$ cat src/rtl/alu_dp_pkg.sv
package alu_dp_pkg;

   typedef enum logic [3:0] {
      OP_AND = 4'h0, OP_EOR = 4'h1, OP_SUB = 4'h2, OP_RSB = 4'h3,
      OP_ADD = 4'h4, OP_ADC = 4'h5, OP_SBC = 4'h6, OP_RSC = 4'h7,
      OP_TST = 4'h8, OP_TEQ = 4'h9, OP_CMP = 4'hA, OP_CMN = 4'hB,
      OP_ORR = 4'hC, OP_MOV = 4'hD, OP_BIC = 4'hE, OP_MVN = 4'hF
   } alu_op_e;

   typedef enum logic [1:0] {
      CIN_ZERO = 2'd0,
      CIN_ONE  = 2'd1,
      CIN_FLAG = 2'd2
   } cin_sel_e;

   typedef enum logic [2:0] {
      LG_AND  = 3'd0,
      LG_XOR  = 3'd1,
      LG_OR   = 3'd2,
      LG_PASS = 3'd3,
      LG_ANDN = 3'd4,
      LG_NOT  = 3'd5
   } logic_sel_e;

   typedef struct packed {
      logic       is_arith;
      logic       is_cmp;
      logic       swap;
      logic       inv_y;
      cin_sel_e   cin_sel;
      logic_sel_e lsel;
   } alu_ctrl_t;

   localparam int FLG_N = 3;
   localparam int FLG_Z = 2;
   localparam int FLG_C = 1;
   localparam int FLG_V = 0;

endpackage

$ cat src/rtl/alu_dp_decode.sv
module alu_dp_decode
   import alu_dp_pkg::*;
(
   input  logic [3:0] opcode,
   output alu_ctrl_t  ctrl
);

   always_comb begin
      ctrl          = '0;
      ctrl.cin_sel  = CIN_ZERO;
      ctrl.lsel     = LG_AND;
      ctrl.is_cmp   = (opcode[3:2] == 2'b10);
      unique case (alu_op_e'(opcode))
         OP_SUB, OP_CMP: begin
            ctrl.is_arith = 1'b1;
            ctrl.inv_y    = 1'b1;
            ctrl.cin_sel  = CIN_ONE;
         end
         OP_RSB: begin
            ctrl.is_arith = 1'b1;
            ctrl.swap     = 1'b1;
            ctrl.inv_y    = 1'b1;
            ctrl.cin_sel  = CIN_ONE;
         end
         OP_ADD, OP_CMN: begin
            ctrl.is_arith = 1'b1;
         end
         OP_ADC: begin
            ctrl.is_arith = 1'b1;
            ctrl.cin_sel  = CIN_FLAG;
         end
         OP_SBC: begin
            ctrl.is_arith = 1'b1;
            ctrl.inv_y    = 1'b1;
            ctrl.cin_sel  = CIN_FLAG;
         end
         OP_RSC: begin
            ctrl.is_arith = 1'b1;
            ctrl.swap     = 1'b1;
            ctrl.inv_y    = 1'b1;
            ctrl.cin_sel  = CIN_FLAG;
         end
         OP_AND, OP_TST: ctrl.lsel = LG_AND;
         OP_EOR, OP_TEQ: ctrl.lsel = LG_XOR;
         OP_ORR:         ctrl.lsel = LG_OR;
         OP_MOV:         ctrl.lsel = LG_PASS;
         OP_BIC:         ctrl.lsel = LG_ANDN;
         OP_MVN:         ctrl.lsel = LG_NOT;
         default:        ctrl.lsel = LG_AND;
      endcase
   end

endmodule

$ cat src/rtl/alu_dp_adder.sv
module alu_dp_adder #(
   parameter int DATA_W    = 32,
   parameter bit SPLIT_ADD = 1'b0
) (
   input  logic [DATA_W-1:0] x,
   input  logic [DATA_W-1:0] y,
   input  logic              cin,
   output logic [DATA_W-1:0] sum,
   output logic              cout
);

   localparam int LO_W = DATA_W / 2;
   localparam int HI_W = DATA_W - LO_W;

   generate
      if (SPLIT_ADD) begin : g_csel
         logic [LO_W:0] lo;
         logic [HI_W:0] hi0;
         logic [HI_W:0] hi1;
         always_comb begin
            lo  = {1'b0, x[LO_W-1:0]} + {1'b0, y[LO_W-1:0]} + {{LO_W{1'b0}}, cin};
            hi0 = {1'b0, x[DATA_W-1:LO_W]} + {1'b0, y[DATA_W-1:LO_W]};
            hi1 = {1'b0, x[DATA_W-1:LO_W]} + {1'b0, y[DATA_W-1:LO_W]}
                  + {{HI_W{1'b0}}, 1'b1};
            if (lo[LO_W]) begin
               sum  = {hi1[HI_W-1:0], lo[LO_W-1:0]};
               cout = hi1[HI_W];
            end else begin
               sum  = {hi0[HI_W-1:0], lo[LO_W-1:0]};
               cout = hi0[HI_W];
            end
         end
      end else begin : g_flat
         logic [DATA_W:0] full;
         always_comb begin
            full = {1'b0, x} + {1'b0, y} + {{DATA_W{1'b0}}, cin};
            sum  = full[DATA_W-1:0];
            cout = full[DATA_W];
         end
      end
   endgenerate

endmodule

$ cat src/rtl/alu_dp_logic.sv
module alu_dp_logic
   import alu_dp_pkg::*;
#(
   parameter int DATA_W = 32
) (
   input  logic_sel_e        lsel,
   input  logic [DATA_W-1:0] a,
   input  logic [DATA_W-1:0] b,
   output logic [DATA_W-1:0] y
);

   always_comb begin
      unique case (lsel)
         LG_AND:  y = a & b;
         LG_XOR:  y = a ^ b;
         LG_OR:   y = a | b;
         LG_PASS: y = b;
         LG_ANDN: y = a & ~b;
         LG_NOT:  y = ~b;
         default: y = a & b;
      endcase
   end

endmodule

$ cat src/rtl/alu_dp_flags.sv
module alu_dp_flags
   import alu_dp_pkg::*;
#(
   parameter int DATA_W = 32
) (
   input  logic              is_arith,
   input  logic              is_cmp,
   input  logic              set_flags,
   input  logic              dst_is_pc,
   input  logic              mode_has_saved,
   input  logic [3:0]        flags_in,
   input  logic              shift_carry,
   input  logic [DATA_W-1:0] res,
   input  logic              x_msb,
   input  logic              y_msb,
   input  logic              add_cout,
   output logic [3:0]        flags_out,
   output logic              restore_req
);

   localparam int MSB = DATA_W - 1;

   logic want_flags;
   logic update;
   logic n_new, z_new, c_new, v_new;

   always_comb begin
      want_flags  = set_flags | is_cmp;
      restore_req = want_flags & dst_is_pc & mode_has_saved;
      update      = want_flags & ~restore_req;
      n_new       = res[MSB];
      z_new       = (res == '0);
      c_new       = is_arith ? add_cout : shift_carry;
      v_new       = is_arith ? ((x_msb == y_msb) && (res[MSB] != x_msb))
                             : flags_in[FLG_V];
      flags_out   = update ? {n_new, z_new, c_new, v_new} : flags_in;
   end

endmodule

$ cat src/rtl/alu_dp_core.sv
module alu_dp_core
   import alu_dp_pkg::*;
#(
   parameter int DATA_W    = 32,
   parameter bit SPLIT_ADD = 1'b0
) (
   input  logic [3:0]        opcode,
   input  logic              set_flags,
   input  logic              dst_is_pc,
   input  logic              mode_has_saved,
   input  logic [3:0]        flags_in,
   input  logic              shift_carry,
   input  logic [DATA_W-1:0] op_a,
   input  logic [DATA_W-1:0] op_b,
   output logic [DATA_W-1:0] result,
   output logic              wr_en,
   output logic [3:0]        flags_out,
   output logic              restore_req
);

   generate
      if (DATA_W < 4) begin : g_bad_width
         $error("alu_dp_core: DATA_W must be at least 4");
      end
   endgenerate

   alu_ctrl_t         ctrl;
   logic [DATA_W-1:0] add_x, add_y, add_sum, lg_res;
   logic              add_cin, add_cout;

   alu_dp_decode u_dec (
      .opcode (opcode),
      .ctrl   (ctrl)
   );

   always_comb begin
      add_x = ctrl.swap ? op_b : op_a;
      add_y = ctrl.swap ? op_a : op_b;
      if (ctrl.inv_y) add_y = ~add_y;
      unique case (ctrl.cin_sel)
         CIN_ONE:  add_cin = 1'b1;
         CIN_FLAG: add_cin = flags_in[FLG_C];
         default:  add_cin = 1'b0;
      endcase
   end

   alu_dp_adder #(.DATA_W(DATA_W), .SPLIT_ADD(SPLIT_ADD)) u_add (
      .x    (add_x),
      .y    (add_y),
      .cin  (add_cin),
      .sum  (add_sum),
      .cout (add_cout)
   );

   alu_dp_logic #(.DATA_W(DATA_W)) u_lg (
      .lsel (ctrl.lsel),
      .a    (op_a),
      .b    (op_b),
      .y    (lg_res)
   );

   assign result = ctrl.is_arith ? add_sum : lg_res;
   assign wr_en  = ~ctrl.is_cmp;

   alu_dp_flags #(.DATA_W(DATA_W)) u_flg (
      .is_arith       (ctrl.is_arith),
      .is_cmp         (ctrl.is_cmp),
      .set_flags      (set_flags),
      .dst_is_pc      (dst_is_pc),
      .mode_has_saved (mode_has_saved),
      .flags_in       (flags_in),
      .shift_carry    (shift_carry),
      .res            (result),
      .x_msb          (add_x[DATA_W-1]),
      .y_msb          (add_y[DATA_W-1]),
      .add_cout       (add_cout),
      .flags_out      (flags_out),
      .restore_req    (restore_req)
   );

endmodule

$ cat config.mk
export PLATFORM = sky130hd
export DESIGN_NAME = alu_dp_core
export DESIGN_NICKNAME = d
export VERILOG_FILES = /design/src/rtl/alu_dp_pkg.sv /design/src/rtl/alu_dp_decode.sv /design/src/rtl/alu_dp_adder.sv /design/src/rtl/alu_dp_logic.sv /design/src/rtl/alu_dp_flags.sv /design/src/rtl/alu_dp_core.sv
export SDC_FILE = /design/constraint.sdc
export NUM_CORES = 1
export LEC_CHECK = 0
export ABC_CLOCK_PERIOD_IN_PS = 7120
export BUFFER_PORTS_ARGS = -buffer_cell sky130_fd_sc_hd__buf_2
export CAP_MARGIN = 20
export CORE_MARGIN = 1
export CORE_UTILIZATION = 39
export DETAILED_ROUTE_END_ITERATION = 8
export SYNTH_ARGS = -nofsm -noshare
export SYNTH_HDL_FRONTEND = slang
export SYNTH_SLANG_ARGS = --single-unit
$ cat constraint.sdc
create_clock -name vclk -period 7.12
set_clock_uncertainty 0.1 [all_clocks]
set_input_delay 1.068 -clock vclk [all_inputs]
set_output_delay 1.068 -clock vclk [all_outputs]
set_load 0.05 [all_outputs]
==> flow_summary.yaml, run 1 <==
pwr:
  power_frac_seq: 0
  netSwitchingFraction: 0.656
  power.share.combinational: 1.000
  power_per_cell_area_nw_per_um2: 146
  intPower_uw: 345
  highest_ir_drop_seen_on_vdd_mv: 0.118
  total_power_mw: 1.00
  p_leak_nw: 3.22
  p_clk_frac: 0
  net-switching-power_uw: 656
routing:
  antenna_violating_nets_post_route: 0
  route.detailed.wl_per_inst_microns: 18.2
  drt_pass1_iterations: 7
  drt_iter0_markers: 700
  detailroute.via_count: 7263
  route.detailed.vias_per_inst: 5.91
  totalWireLength_mm: 22.4
  remaining_drc_errors: 18
status:
  violations: "design-rule violations"
  outcome: "finished with violations"
sta:
  slew_violations: 0
  fin_crit_sh: 0.965
  timing.max_slew.rel_slack: 0.475
  timing_worst_slew_pin_value_ps: 782
  layout_min_cycle_time_ps: 6870
  timing.final.hold_violations: 0
  setup_viol_count_final: 0
  grt_setup_unrepaired: "no"
  timing.fmax_mhz: 146
placement:
  dpl.hpwl_mm: 17.5
  post-place-cells: 1228
  gp_congestion: 0.976
  buffer_ports.inserted: 114
global_route:
  grt_antenna_before_repair: 0
  grt-ovfl-total: 0
  grt_start_max_net_pins: 85
  grt_pass1_wl_mm: 35.6
  first_global_vias: 6719
  global_route.usage.total: 0.278
critical_path:
  required_time_at_the_worst_slack_endpoint_ps: 5950
  path_buf_inv: 5
  worstSetupStartpointType: "input port"
  worstSetupEndpointType: "output pin"
  critical_path_peak_fanout: 23
  setup.worst_path.class: "input port to output pin"
  timing.critical_path.slowest_cell_delay_ps: 520
  critical_path.slowest_cell: "sky130_fd_sc_hd__or3b_2"
  cp.arrival_ps: 5700
  critical_path.top_delay_family: "compound AO/OA/AOI/OAI gates"
  worstPathCellList: "buf_2, buf_4, o21ai_0, nand2_2, buf_4, buf_6, xor2_1, ha_1, nand2_1, o21ai_0, or4_1, nor3_2, nor3_1, a31o_2, a21oi_1, a311oi_1, or3b_2, o21ai_4, clkbuf_4"
layout:
  area_growth_syn_to_layout_pct: 16.0
  area_taken_by_flip_flops_and_latches_sq_um: 0
  layout_cells_sized_above_1: 0.191
  antennaDiodeCount: 0
  final_cell_count_without_fillers: 1228
  layout.nets: 1189
  n_sequential_cell: 0
  num-clock-buffers: 0
logic_synthesis:
  synthesis.area_per_instance_sq_um: 6.23
  yosys.cell_count.top_type: "sky130_fd_sc_hd__a21oi_1"
  synth_cell_type_count: 78
  synth_top_cells_by_area: "sky130_fd_sc_hd__ha_1 14%, sky130_fd_sc_hd__a21oi_1 9.6%, sky130_fd_sc_hd__o21ai_0 9.2%"
  ys.warnings.count: 0
  postSynthCellCount: 947
  synth_top_area_share: 0.138
  mappedNetlistArea_sq_um: 5900
  postSynthNetCount: 1090
  synth_top_cell_by_area: "sky130_fd_sc_hd__ha_1"
  synth_commonest_cells: "113 x sky130_fd_sc_hd__a21oi_1, 108 x sky130_fd_sc_hd__o21ai_0, 99 x sky130_fd_sc_hd__nand2_1, 82 x sky130_fd_sc_hd__inv_1, 70 x sky130_fd_sc_hd__nor2_1"
  sequential_share_of_the_synthesized_area: 0
floorplanning:
  pin_count: 114
  core_region_area_sq_um: 14600
  die-width_microns: 125
  die_h_microns: 125
  std_cell_rows: 44
  start_util: 0.403
  floorplan.die_area_sq_um: 15600
worst_hold_path:
  min_path_type: "input port to output pin"
clock_tree:
  cts.hold.buffers_added: 0
run:
  max-cap-violations: 0
-- layout by cell type (no fill, tap or decap), drive strengths merged, types with 4 or more instances in the layout --
| cell type | n |
|---|---|
| a211oi | 9 |
| a221oi | 5 |
| or3 | 8 |
| o21bai | 4 |
| inv | 82 |
| nor2 | 71 |
| o22ai | 20 |
| nor3 | 15 |
| xor2 | 30 |
| o21ai | 110 |
| or2 | 6 |
| o311ai | 5 |
| nor3b | 5 |
| o2bb2ai | 4 |
| o31ai | 4 |
| a311oi | 4 |
| xnor2 | 57 |
| a22oi | 13 |
| o32ai | 5 |
| nand2 | 101 |
| nand3 | 17 |
| and2 | 6 |
| and3 | 7 |
| a31oi | 6 |
| or4 | 5 |
| nand4 | 6 |
| a21o | 9 |
| mux2i | 8 |
| ha | 65 |
| nor4 | 4 |
| o211ai | 4 |
| nand2b | 12 |
| a21oi | 113 |
| buf | 159 |
| o221ai | 7 |
| nor2b | 9 |
-- metrics by stage --
stage               setup slack (ps)  area (sq um)  setup TNS [ps]  utilization  hold slack (ps)
CTS                             92.9          6820               0        0.466             2430
floorplan                       -323          5960            -323            -             2240
finish                           248          6850               0        0.467             2430
detailed placement               109          6820               0        0.466             2430
global placement                 133          6820               0        0.466             2430
global route                    15.4          6850               0        0.467             2460
-- power groups by stage --
stage,Clock [mW],Sequential (mW),Combinational [mW]
after floorplan,0,0,0.712
after global placement,0,0,0.983
after detailed placement,0,0,0.982
after CTS,0,0,0.987
after global routing,0,0,1.08
final,0,0,1.00
-- area by class of cell --
cell class	instances	area (sq um)
fill	1578	7800
inverter	82	308
multi-input combinational	802	5360
tap	184	230
timing repair buffer	160	947
-- layer usage --
metal  GRT usage  vias up  share of wire  wire, microns
met3      0.0107       37          0.070           1560
met4      0.0746        0          0.025            564
met1       0.374     3307           0.44           9840
met5           0        -              0              0
met2       0.483      312           0.47          10400
li1            -     3607              -              -
-- final timing paths --
kind | slack (ps) | end | from | depth (start not counted)
worst max-delay path | 250 | flags_out[2] | opcode[3] | 19
worst min-delay path | 2430 | restore_req | dst_is_pc | 4
-- repair_timing --
item	in CTS	in global routing
setup endpoints to repair	0	1
buffers inserted	0	0
resized for setup	0	5
-- cell families (layout without fill, tap and decap cells) --
family | Yosys count | in the layout | synth area share
muxes | 11 | 11 | 0.0193
and+or+nand+nor | 285 | 285 | 0.236
AOI/OAI and AO/OA | 352 | 352 | 0.364
buffers and inverters | 145 | 242 | 0.107
adders and majority gates | 67 | 67 | 0.145
xor gates and xnor gates | 87 | 87 | 0.129
(Power assumes the default switching activity.)
==> run 2: changes to the inputs <==
--- a/config.mk
+++ b/config.mk
@@ -11,6 +11,7 @@
 export CORE_MARGIN = 1
 export CORE_UTILIZATION = 39
 export DETAILED_ROUTE_END_ITERATION = 8
+export RECOVER_POWER = 50
 export SYNTH_ARGS = -nofsm -noshare
 export SYNTH_HDL_FRONTEND = slang
 export SYNTH_SLANG_ARGS = --single-unit
==> run 2 against run 1 <==
The run still ends with design-rule violations left. Fmax barely moved. Sequential share of layout area did not move. Cell count did not move. Combinational power barely moved. Via count rose by 0.18%. Highest routed layer unchanged.
==> flow_summary.yaml, run 2 (synthesized netlist as in run 1, its figures left out) <==
status:
  outcome: "finished with violations"
  violations: "design-rule violations"
routing:
  route.detailed.wl_per_inst_microns: 18.3
  drt_pass1_iterations: 7
  antenna_violating_nets_post_route: 0
  route.detailed.vias_per_inst: 5.93
  totalWireLength_mm: 22.4
  remaining_drc_errors: 18
  detailroute.via_count: 7276
  drt_iter0_markers: 630
global_route:
  grt_antenna_before_repair: 0
  grt_pass1_wl_mm: 35.6
  grt_start_max_net_pins: 85
  global_route.usage.total: 0.278
  grt-ovfl-total: 0
  first_global_vias: 6719
layout:
  mostFrequentLayoutCells: "113 x sky130_fd_sc_hd__a21oi_1, 104 x sky130_fd_sc_hd__o21ai_0, 98 x sky130_fd_sc_hd__nand2_1, 95 x sky130_fd_sc_hd__buf_2, 82 x sky130_fd_sc_hd__inv_1"
  multi_input_comb_area_sq_um: 5360
  area_taken_by_flip_flops_and_latches_sq_um: 0
  final_cell_count_without_fillers: 1228
  num-clock-buffers: 0
  layout.nets: 1189
  fill_cells: 1587
  n_sequential_cell: 0
  antennaDiodeCount: 0
  area_growth_syn_to_layout_pct: 15.6
  layout_commonest_cell: "sky130_fd_sc_hd__a21oi_1"
  layout_cells_sized_above_1: 0.173
critical_path:
  required_time_at_the_worst_slack_endpoint_ps: 5950
  critical_path.startpoint: "opcode[0]"
  worstSetupStartpointType: "input port"
  path_buf_inv: 4
  timing.critical_path.slowest_cell_delay_ps: 540
  crit_path_end: "flags_out[2]"
  cp.arrival_ps: 5700
  critical_path.slowest_cell: "sky130_fd_sc_hd__or4_1"
  worstSetupEndpointType: "output pin"
  critical_path.top_delay_family: "simple AND/OR/NAND/NOR gates"
  critical_path_peak_fanout: 9
  worstSetupPathDepth: 20
  worstPathCellList: "buf_2, and2_1, nand2b_4, a21oi_1, xnor2_1, fa_1, inv_1, fa_1, and3_1, o211a_1, nor2_1, xor2_1, a32oi_1, or4_1, or4_1, nor4_4, buf_4, nand4_1, o21ai_4, clkbuf_4"
  setup.worst_path.class: "input port to output pin"
floorplanning:
  start_util: 0.403
  std_cell_rows: 44
  die_h_microns: 125
  pin_count: 114
  die-width_microns: 125
  floorplan.die_area_sq_um: 15600
  core_region_area_sq_um: 14600
sta:
  slew_violations: 0
  timing.fmax_mhz: 146
  timing_worst_slew_pin_value_ps: 788
  fin_crit_sh: 0.964
  setup_viol_count_final: 0
  layout_min_cycle_time_ps: 6870
  timing.final.hold_violations: 0
  timing.max_slew.rel_slack: 0.471
  final.setup.tns_ps: 0
  grt_setup_unrepaired: "no"
placement:
  dpl.hpwl_mm: 17.5
  post-place-cells: 1228
  buffer_ports.inserted: 114
  gp_congestion: 0.976
pwr:
  highest_ir_drop_seen_on_vdd_mv: 0.113
  power_per_cell_area_nw_per_um2: 146
  total_power_uw: 994
  p_leak_nw: 3.17
run:
  max-cap-violations: 0
worst_hold_path:
  min_delay_path_depth: 4
  min_path_type: "input port to output pin"
## run 2: worst min path at each step
| stage | from | endpoint | slack, ps |
|---|---|---|---|
| 2_1_floorplan | flags_in[2] | flags_out[2] | 2240 |
| 3_3_place_gp | dst_is_pc | restore_req | 2430 |
| 3_5_place_dp | dst_is_pc | restore_req | 2430 |
| 4_1_cts | dst_is_pc | restore_req | 2430 |
| 5_1_grt | flags_in[3] | flags_out[3] | 2470 |
| 6_report | flags_in[3] | flags_out[3] | 2430 |
## run 2: layer usage
layer / wire [microns] / track usage / up-vias
met1: 10100 / 0.374 / 3348
met2: 10400 / 0.483 / 280
li1: - / - / 3611
met3: 1310 / 0.0107 / 37
met5: 0 / 0 / -
met4: 557 / 0.0746 / 0
## run 2: final cells by class
cell class | instances | share of cell area
multi-input combinational | 802 | 0.786
timing repair buffer | 160 | 0.136
inverter | 82 | 0.0451
tap | 184 | 0.0337
## run 2: what timing repair did
item	4_1_cts	5_1_grt
setup buffers	0	0
hold buffers	0	0
gates resized for setup	0	5
endpoints found under the setup margin	0	1
## run 2: per-stage QoR
| step | worst slack (ps) | hold slack [ps] | cell area (sq um) | util |
|---|---|---|---|---|
| floorplan | -323 | 2240 | 5960 | - |
| global placement | 133 | 2430 | 6820 | 0.466 |
| detailed placement | 109 | 2430 | 6820 | 0.466 |
| CTS | 92.9 | 2430 | 6820 | 0.466 |
| global route | 15.4 | 2470 | 6820 | 0.466 |
| finish | 255 | 2430 | 6820 | 0.466 |
## run 2: report_power, final
part	internal (mW)	switching [mW]	leakage, nW
clock network	0	0	0
registers	0	0	0
logic	0.338	0.656	3.17
